$ cat src/rtl/pipe5_pkg.sv
package pipe5_pkg;
  localparam int unsigned INSTR_W = 32;
  localparam logic [5:0] OPC_REG = 6'h00;
  localparam logic [5:0] OPC_LDW = 6'h23;
  localparam logic [5:0] OPC_STW = 6'h2B;
  localparam logic [5:0] FN_ADD  = 6'h20;

  typedef enum logic [1:0] {
    OPK_NOP   = 2'd0,
    OPK_ADD   = 2'd1,
    OPK_LOAD  = 2'd2,
    OPK_STORE = 2'd3
  } opkind_e;
endpackage

$ cat src/rtl/pipe5_decode.sv
module pipe5_decode
  import pipe5_pkg::*;
#(
  parameter int unsigned XLEN   = 32,
  parameter int unsigned RIDX_W = 5
) (
  input  logic              clk,
  input  logic              rst_n,
  input  logic              valid_i,
  input  logic [INSTR_W-1:0] instr_i,
  output opkind_e           kind_o,
  output logic [RIDX_W-1:0] rs_o,
  output logic [RIDX_W-1:0] rt_o,
  output logic [RIDX_W-1:0] dest_o,
  output logic [XLEN-1:0]   imm_o
);
  localparam int unsigned IMM_W = 16;

  logic [5:0]        fld_op;
  logic [5:0]        fld_fn;
  logic [4:0]        fld_sh;
  logic [RIDX_W-1:0] fld_rd;
  logic [IMM_W-1:0]  fld_imm;

  always_comb begin
    fld_op  = instr_i[31:26];
    fld_fn  = instr_i[5:0];
    fld_sh  = instr_i[10:6];
    fld_rd  = instr_i[11 +: RIDX_W];
    fld_imm = instr_i[IMM_W-1:0];
    rs_o    = instr_i[21 +: RIDX_W];
    rt_o    = instr_i[16 +: RIDX_W];
    imm_o   = {{(XLEN-IMM_W){fld_imm[IMM_W-1]}}, fld_imm};
    kind_o  = OPK_NOP;
    dest_o  = '0;
    if (valid_i) begin
      unique case (fld_op)
        OPC_REG: begin
          if (fld_fn == FN_ADD && fld_sh == 5'd0) begin
            kind_o = OPK_ADD;
            dest_o = fld_rd;
          end
        end
        OPC_LDW: begin
          kind_o = OPK_LOAD;
          dest_o = rt_o;
        end
        OPC_STW: kind_o = OPK_STORE;
        default: kind_o = OPK_NOP;
      endcase
    end
  end

  // words outside the subset must come out as no-ops
  p_foreign_nop_r8: assert property (@(posedge clk) disable iff (!rst_n)
    (valid_i && instr_i[31:26] != OPC_REG && instr_i[31:26] != OPC_LDW
     && instr_i[31:26] != OPC_STW) |-> kind_o == OPK_NOP);
  p_bad_fn_nop_r8: assert property (@(posedge clk) disable iff (!rst_n)
    (instr_i[31:26] == OPC_REG && (instr_i[5:0] != FN_ADD || instr_i[10:6] != 5'd0))
    |-> kind_o == OPK_NOP);
endmodule

$ cat src/rtl/pipe5_regfile.sv
module pipe5_regfile #(
  parameter int unsigned WIDTH = 32,
  parameter int unsigned DEPTH = 32,
  parameter int unsigned NRP   = 2,
  localparam int unsigned IDX_W = $clog2(DEPTH)
) (
  input  logic             clk,
  input  logic             rst_n,
  input  logic             we,
  input  logic [IDX_W-1:0] waddr,
  input  logic [WIDTH-1:0] wdata,
  input  logic [IDX_W-1:0] raddr [NRP],
  output logic [WIDTH-1:0] rdata [NRP]
);
  logic [WIDTH-1:0] store_q [DEPTH];
  logic             wr_en;

  assign wr_en = we && (waddr != '0);

  always_ff @(posedge clk) begin
    if (wr_en) store_q[waddr] <= wdata;
  end

  for (genvar p = 0; p < NRP; p++) begin : g_rd
    always_comb begin
      if (raddr[p] == '0)                       rdata[p] = '0;
      else if (wr_en && raddr[p] == waddr)      rdata[p] = wdata;
      else                                      rdata[p] = store_q[raddr[p]];
    end
  end

  // a granted write lands in storage for later reads
  p_write_lands_r7: assert property (@(posedge clk) disable iff (!rst_n)
    wr_en |=> store_q[$past(waddr)] == $past(wdata));
  // register 0 reads zero
  p_zero_reads_r6: assert property (@(posedge clk) disable iff (!rst_n)
    raddr[0] == '0 |-> rdata[0] == '0);
endmodule

$ cat src/rtl/pipe5_exec.sv
module pipe5_exec
  import pipe5_pkg::*;
#(
  parameter int unsigned XLEN = 32
) (
  input  opkind_e         kind_i,
  input  logic [XLEN-1:0] opa_i,
  input  logic [XLEN-1:0] opb_i,
  input  logic [XLEN-1:0] imm_i,
  output logic [XLEN-1:0] result_o
);
  logic [XLEN-1:0] rhs;

  always_comb begin
    rhs      = (kind_i == OPK_ADD) ? opb_i : imm_i;
    result_o = opa_i + rhs;
  end
endmodule

$ cat src/rtl/pipe5_core.sv
module pipe5_core
  import pipe5_pkg::*;
#(
  parameter int unsigned XLEN    = 32,
  parameter int unsigned NREGS   = 32,
  parameter int unsigned PC_STEP = 4,
  localparam int unsigned RIDX_W = $clog2(NREGS)
) (
  input  logic              clk,
  input  logic              rst_n,
  output logic [XLEN-1:0]   imem_addr,
  input  logic [INSTR_W-1:0] imem_rdata,
  output logic [XLEN-1:0]   dmem_addr,
  output logic [XLEN-1:0]   dmem_wdata,
  output logic              dmem_we,
  output logic              dmem_re,
  input  logic [XLEN-1:0]   dmem_rdata,
  output logic              wb_valid,
  output logic [RIDX_W-1:0] wb_reg,
  output logic [XLEN-1:0]   wb_data
);
  // fetch
  logic [XLEN-1:0] pc_q, pc_d;
  logic            id_valid_q;

  always_comb pc_d = pc_q + XLEN'(PC_STEP);

  always_ff @(posedge clk or negedge rst_n) begin
    if (!rst_n) begin
      pc_q       <= '0;
      id_valid_q <= 1'b0;
    end else begin
      pc_q       <= pc_d;
      id_valid_q <= 1'b1;
    end
  end

  assign imem_addr = pc_q;

  // decode and register read
  opkind_e           dec_kind;
  logic [RIDX_W-1:0] dec_rs, dec_rt, dec_dest;
  logic [XLEN-1:0]   dec_imm;
  logic [RIDX_W-1:0] rf_raddr [2];
  logic [XLEN-1:0]   rf_rdata [2];

  pipe5_decode #(.XLEN(XLEN), .RIDX_W(RIDX_W)) u_dec (
    .clk     (clk),
    .rst_n   (rst_n),
    .valid_i (id_valid_q),
    .instr_i (imem_rdata),
    .kind_o  (dec_kind),
    .rs_o    (dec_rs),
    .rt_o    (dec_rt),
    .dest_o  (dec_dest),
    .imm_o   (dec_imm)
  );

  always_comb begin
    rf_raddr[0] = dec_rs;
    rf_raddr[1] = dec_rt;
  end

  logic wb_valid_q;
  logic [RIDX_W-1:0] wb_dest_q;

  pipe5_regfile #(.WIDTH(XLEN), .DEPTH(NREGS), .NRP(2)) u_rf (
    .clk   (clk),
    .rst_n (rst_n),
    .we    (wb_valid_q),
    .waddr (wb_dest_q),
    .wdata (wb_data),
    .raddr (rf_raddr),
    .rdata (rf_rdata)
  );

  // execute stage registers
  logic              ex_valid_q, ex_valid_d;
  opkind_e           ex_kind_q;
  logic [RIDX_W-1:0] ex_dest_q;
  logic [XLEN-1:0]   ex_opa_q, ex_opb_q, ex_imm_q;
  logic [XLEN-1:0]   ex_result;

  always_comb ex_valid_d = id_valid_q && (dec_kind != OPK_NOP);

  always_ff @(posedge clk or negedge rst_n) begin
    if (!rst_n) ex_valid_q <= 1'b0;
    else        ex_valid_q <= ex_valid_d;
  end

  always_ff @(posedge clk) begin
    if (ex_valid_d) begin
      ex_kind_q <= dec_kind;
      ex_dest_q <= dec_dest;
      ex_opa_q  <= rf_rdata[0];
      ex_opb_q  <= rf_rdata[1];
      ex_imm_q  <= dec_imm;
    end
  end

  pipe5_exec #(.XLEN(XLEN)) u_exec (
    .kind_i   (ex_kind_q),
    .opa_i    (ex_opa_q),
    .opb_i    (ex_opb_q),
    .imm_i    (ex_imm_q),
    .result_o (ex_result)
  );

  // memory stage registers
  logic              mem_valid_q;
  opkind_e           mem_kind_q;
  logic [RIDX_W-1:0] mem_dest_q;
  logic [XLEN-1:0]   mem_alu_q, mem_sdata_q;

  always_ff @(posedge clk or negedge rst_n) begin
    if (!rst_n) mem_valid_q <= 1'b0;
    else        mem_valid_q <= ex_valid_q;
  end

  always_ff @(posedge clk) begin
    if (ex_valid_q) begin
      mem_kind_q  <= ex_kind_q;
      mem_dest_q  <= ex_dest_q;
      mem_alu_q   <= ex_result;
      mem_sdata_q <= ex_opb_q;
    end
  end

  always_comb begin
    dmem_addr  = mem_alu_q;
    dmem_wdata = mem_sdata_q;
    dmem_we    = mem_valid_q && (mem_kind_q == OPK_STORE);
    dmem_re    = mem_valid_q && (mem_kind_q == OPK_LOAD);
  end

  // write-back stage registers
  logic            wb_valid_d;
  logic            wb_load_q;
  logic [XLEN-1:0] wb_alu_q;

  always_comb wb_valid_d = mem_valid_q && (mem_kind_q != OPK_STORE)
                           && (mem_dest_q != '0);

  always_ff @(posedge clk or negedge rst_n) begin
    if (!rst_n) wb_valid_q <= 1'b0;
    else        wb_valid_q <= wb_valid_d;
  end

  always_ff @(posedge clk) begin
    if (wb_valid_d) begin
      wb_load_q <= (mem_kind_q == OPK_LOAD);
      wb_dest_q <= mem_dest_q;
      wb_alu_q  <= mem_alu_q;
    end
  end

  always_comb begin
    wb_valid = wb_valid_q;
    wb_reg   = wb_dest_q;
    wb_data  = wb_load_q ? dmem_rdata : wb_alu_q;
  end

  // fetch address steps once per edge
  p_pc_step_r1: assert property (@(posedge clk) disable iff (!rst_n)
    $past(rst_n) |-> imem_addr == $past(imem_addr) + XLEN'(PC_STEP));
  // strobes exclusive
  p_strobe_excl_r4: assert property (@(posedge clk) disable iff (!rst_n)
    !(dmem_we && dmem_re));
  // a retirement always comes from an occupied memory stage
  p_wb_follows_mem_r5: assert property (@(posedge clk) disable iff (!rst_n)
    wb_valid |-> $past(mem_valid_q));
  // a retiring load had its read strobe one cycle earlier
  p_load_read_r3: assert property (@(posedge clk) disable iff (!rst_n)
    (wb_valid && wb_load_q) |-> $past(dmem_re));
  // no write to register 0 reaches the pins
  p_no_r0_write_r6: assert property (@(posedge clk) disable iff (!rst_n)
    wb_valid |-> wb_reg != '0);
  // reset keeps the outputs idle
  p_reset_idle_r9: assert property (@(posedge clk)
    !rst_n |-> (!dmem_we && !dmem_re && !wb_valid && imem_addr == '0));
endmodule

$ cat config.mk
export PLATFORM = sky130hd
export DESIGN_NAME = pipe5_core
export DESIGN_NICKNAME = d
export VERILOG_FILES = /design/src/rtl/pipe5_pkg.sv /design/src/rtl/pipe5_decode.sv /design/src/rtl/pipe5_regfile.sv /design/src/rtl/pipe5_exec.sv /design/src/rtl/pipe5_core.sv
export SDC_FILE = /design/constraint.sdc
export NUM_CORES = 2
export LEC_CHECK = 0
export ABC_AREA = 0
export BUFFER_PORTS_ARGS = -buffer_cell sky130_fd_sc_hd__buf_2
export CORE_MARGIN = 2
export CORE_UTILIZATION = 40
export CTS_CLUSTER_SIZE = 10
export DETAILED_ROUTE_END_ITERATION = 6
export GPL_TIMING_DRIVEN = 0
export SLEW_MARGIN = 20
export SYNTH_ARGS = -nofsm -noshare
export SYNTH_HDL_FRONTEND = slang
export SYNTH_SLANG_ARGS = --single-unit
$ cat constraint.sdc
create_clock -name clk -period 4.1 [get_ports clk]
set_input_delay 0.82 -clock clk [delete_from_list [all_inputs] [get_ports clk]]
set_output_delay 0.82 -clock clk [all_outputs]
set_load 0.005 [all_outputs]
==> results.json <==
{
  "worstMarginPinSlew_ps": 1220,
  "critical_path_required_ps": 4580,
  "die_x_um": 383,
  "wl_per_cell_um": 33.1,
  "finalClockSkew_ps": 24.0,
  "vias_per_cell": 6.20,
  "grt_pass1_vias": 32400,
  "drtPass1Iterations": 5,
  "gp_congestion": 0.906,
  "fin_crit_ps": 4170,
  "grt_usage_pct": 23.6,
  "core_um2": 143000,
  "peakVddDrop_uv": 351,
  "area_delta_synth_final_pct": 16.7,
  "place_area_um2": 63000,
  "cts_hold_buffers": 0,
  "synth_xor_area_share_pct": 0.989,
  "syn-cell-area_um2": 57600,
  "synth_fa_ha_area_share_pct": 0.796,
  "finalHoldViolCount": 0,
  "grt.overflow.total": 0,
  "status": "complete, but fails checks",
  "cts_made_buffers": 148,
  "initial_core_util_pct": 40.2,
  "arrival_ps": 4650,
  "final_nets": 3353,
  "synth_edf_count": 1220,
  "cts_max_path_buffers": 3,
  "muxShareOfSynthArea_pct": 25.7,
  "leakage_nw": 21.8,
  "rsz0062_at_grt": "true",
  "crit_path_start_kind": "primary input",
  "port-buffer-count": 192,
  "vias": 32400,
  "maxCapViolCount": 0,
  "seq_area_um2": 37500,
  "nFillCells": 11900,
  "seq_area_frac_synth_pct": 65.1,
  "boundaryPins": 202,
  "top_register": "u_rf.store_q",
  "htreeDepth": 4,
  "max_freq_mhz": 240,
  "ys_ff_latch": 1254,
  "yosys.area_share.simple_pct": 3.00,
  "drc": 0,
  "root_buffer": "clkbuf_16",
  "antenna_left": 0,
  "maxSlewHeadroom_pct": 19.0,
  "largest_reg_flops": 1024,
  "multi_input_area_um2": 19400,
  "final_cells": 5219,
  "placementRows": 139,
  "cts.sinks": 1254,
  "synth_top_family_by_area": "multiplexers",
  "ys_async_sr_fraction_pct": 2.71,
  "critPathKind": "primary input to flip-flop",
  "setup_viol": 3,
  "grt_pass1_wl_mm": 242,
  "clk_latency_ps": 770,
  "hpwl_mm": 123,
  "synth_cells": 2812,
  "die_h_um": 383,
  "clk_pin_slew_ps": 60,
  "drtIter0Drc": 3855,
  "fin_ws_ps": -66.9,
  "cts_tree": "yes",
  "drv_slew": 0,
  "synth_compound_area_share_pct": 2.60,
  "hp-class": "primary input to async pin",
  "wirelength_mm": 173,
  "yosysWarnings": 0,
  "grt_max_degree": 61,
  "antenna_found_initial": 11,
  "finalInstanceArea_um2": 67200,
  "path_max_fanout": 10,
  "die_area_um2": 147000,
  "drive_gt1_share_pct": 37.1,
  "syn_area_per_cell_um2": 20.5,
  "violations": "negative setup slack",
  "power_density_nw_per_um2": 414,
  "fin_crit_sh_pct": 102,
  "synthFlopType": "edfxtp_1",
  "endpoint_kind": "flip-flop",
  "dpl.cell_count": 5005,
  "synth_cell_types": 61
}
-- cell usage in the layout (no fill, tap or decap), types with 11 or more instances in the layout --
master / n
buf_2: 248
mux2_2: 28
edfxtp_1: 1220
buf_6: 24
conb_1: 35
clkbuf_16: 154
mux4_2: 640
nor2_4: 31
o21ai_0: 19
nor2_1: 95
ha_1: 35
buf_16: 56
xor2_1: 25
a21o_1: 29
dfrtp_1: 33
nand4_1: 11
a221o_1: 64
nand2_1: 151
clkbuf_1: 107
xnor2_1: 40
and3_1: 13
a21oi_1: 23
nand3_1: 25
buf_1: 37
-- final timing paths --
path                                            start                    endpoint  slack [ps]  cells past startpoint
max reg2reg                       wb_reg[3]$_DFFE_PP_  ex_opa_q[10]$_SDFFCE_PN0P_         160                      7
min                                             rst_n          wb_valid$_DFF_PN0_         170                      1
min reg2reg                ex_dest_q[2]$_SDFFCE_PN0P_     mem_dest_q[2]$_DFFE_PP_         420                      0
max                                    imem_rdata[17]   ex_opb_q[9]$_SDFFCE_PN0P_         -70                      6
min in group clk                       imem_rdata[11]      ex_imm_q[11]$_DFFE_PP_         250                      1
max in group asynchronous                       rst_n        ex_valid_q$_DFF_PN0_        3310                      1
-- cells by family (layout without fill, tap and decap cells) --
logic type               count (synthesis)  count (layout)
AND/OR/NAND/NOR                        384             384
AO/OA/AOI/OAI                          191             191
adder cells (fa/ha/maj)                 36              36
other                                    2              40
flip-flops                            1254            1254
XOR/XNOR                                65              65
multiplexers                           673             673
buffers and inverters                  207             673
-- power by group --
part | leakage (nW) | switching [mW] | internal (mW)
logic | 8.39 | 1.17 | 0.847
registers | 11.5 | 0.0144 | 14.1
clock network | 2.00 | 4.89 | 6.81
total | 21.8 | 6.07 | 21.8
-- cell type report --
type | instances | area share [%]
plain buffers | 197 | 1.53
clock buffers | 197 | 5.99
repair buffers | 257 | 3.99
diodes | 5 | 0.0186
multi-input cells | 1384 | 28.9
clock inverters | 13 | 0.153
inverters | 9 | 0.0503
flip-flops and latches | 1254 | 55.8
well taps | 1903 | 3.54
-- synth_stat cells, types with 3 or more instances --
master	n	share of area (%)
edfxtp_1	1220	64
mux4_2	640	25
nand2_1	151	0.98
nor2_1	126	0.82
clkbuf_1	74	0.48
a221o_1	64	1.1
buf_2	50	0.43
buf_1	45	0.29
xnor2_1	40	0.61
ha_1	35	0.76
dfrtp_1	34	1.5
mux2_2	32	0.63
a21o_1	29	0.38
a21oi_1	25	0.22
nand3_1	25	0.22
xor2_1	25	0.38
buf_6	24	0.47
o21ai_0	20	0.17
and3_1	13	0.14
nand4_1	11	0.12
inv_1	9	0.059
nor3_1	9	0.078
o211ai_1	9	0.12
nand2b_1	7	0.076
o21a_1	7	0.091
a211oi_1	5	0.065
a22oi_1	5	0.065
a31oi_1	5	0.054
buf_4	5	0.065
nand3b_1	5	0.065
nor2b_1	5	0.054
nor4_1	5	0.054
o21bai_1	5	0.065
or3_1	5	0.054
and4_1	4	0.061
nor4b_1	4	0.061
a221oi_1	3	0.046
and2_1	3	0.033
-- per-stage QoR --
stage               total power [mW]  hold slack (ps)  worst slack, ps  utilization [%]  setup TNS (ps)
CTS                             28.0              157            -54.3             46.9            -103
floorplan                       15.6              400              521                -               0
finish                          27.8              170            -66.9             46.9            -161
global route                    28.6              215             -158             46.9            -730
global placement                16.4              401            -1560             42.6        -1079690
detailed placement              16.4              406             -693             44.0          -23380
-- critical path, stage by stage --
cell	delay, ps
clkbuf_1	630
clkbuf_1	960
buf_1	870
mux4_2	430
mux4_2	500
a221o_1	400
-- layer usage --
| layer | part of all wire [%] | track usage [%] |
|---|---|---|
| met2 | 49 | 38.5 |
| met5 | 0.052 | 0 |
| met1 | 39 | 31.4 |
| met4 | 2.7 | 7.23 |
| met3 | 9.8 | 5.56 |
-- what timing repair did --
item / CTS / global route
pin swaps: 0 / 0
resized for setup: 8 / 5
buffers inserted: 0 / 0
setup endpoints to repair: 13 / 20
No activity file was read; power rests on OpenSTA's default activity.
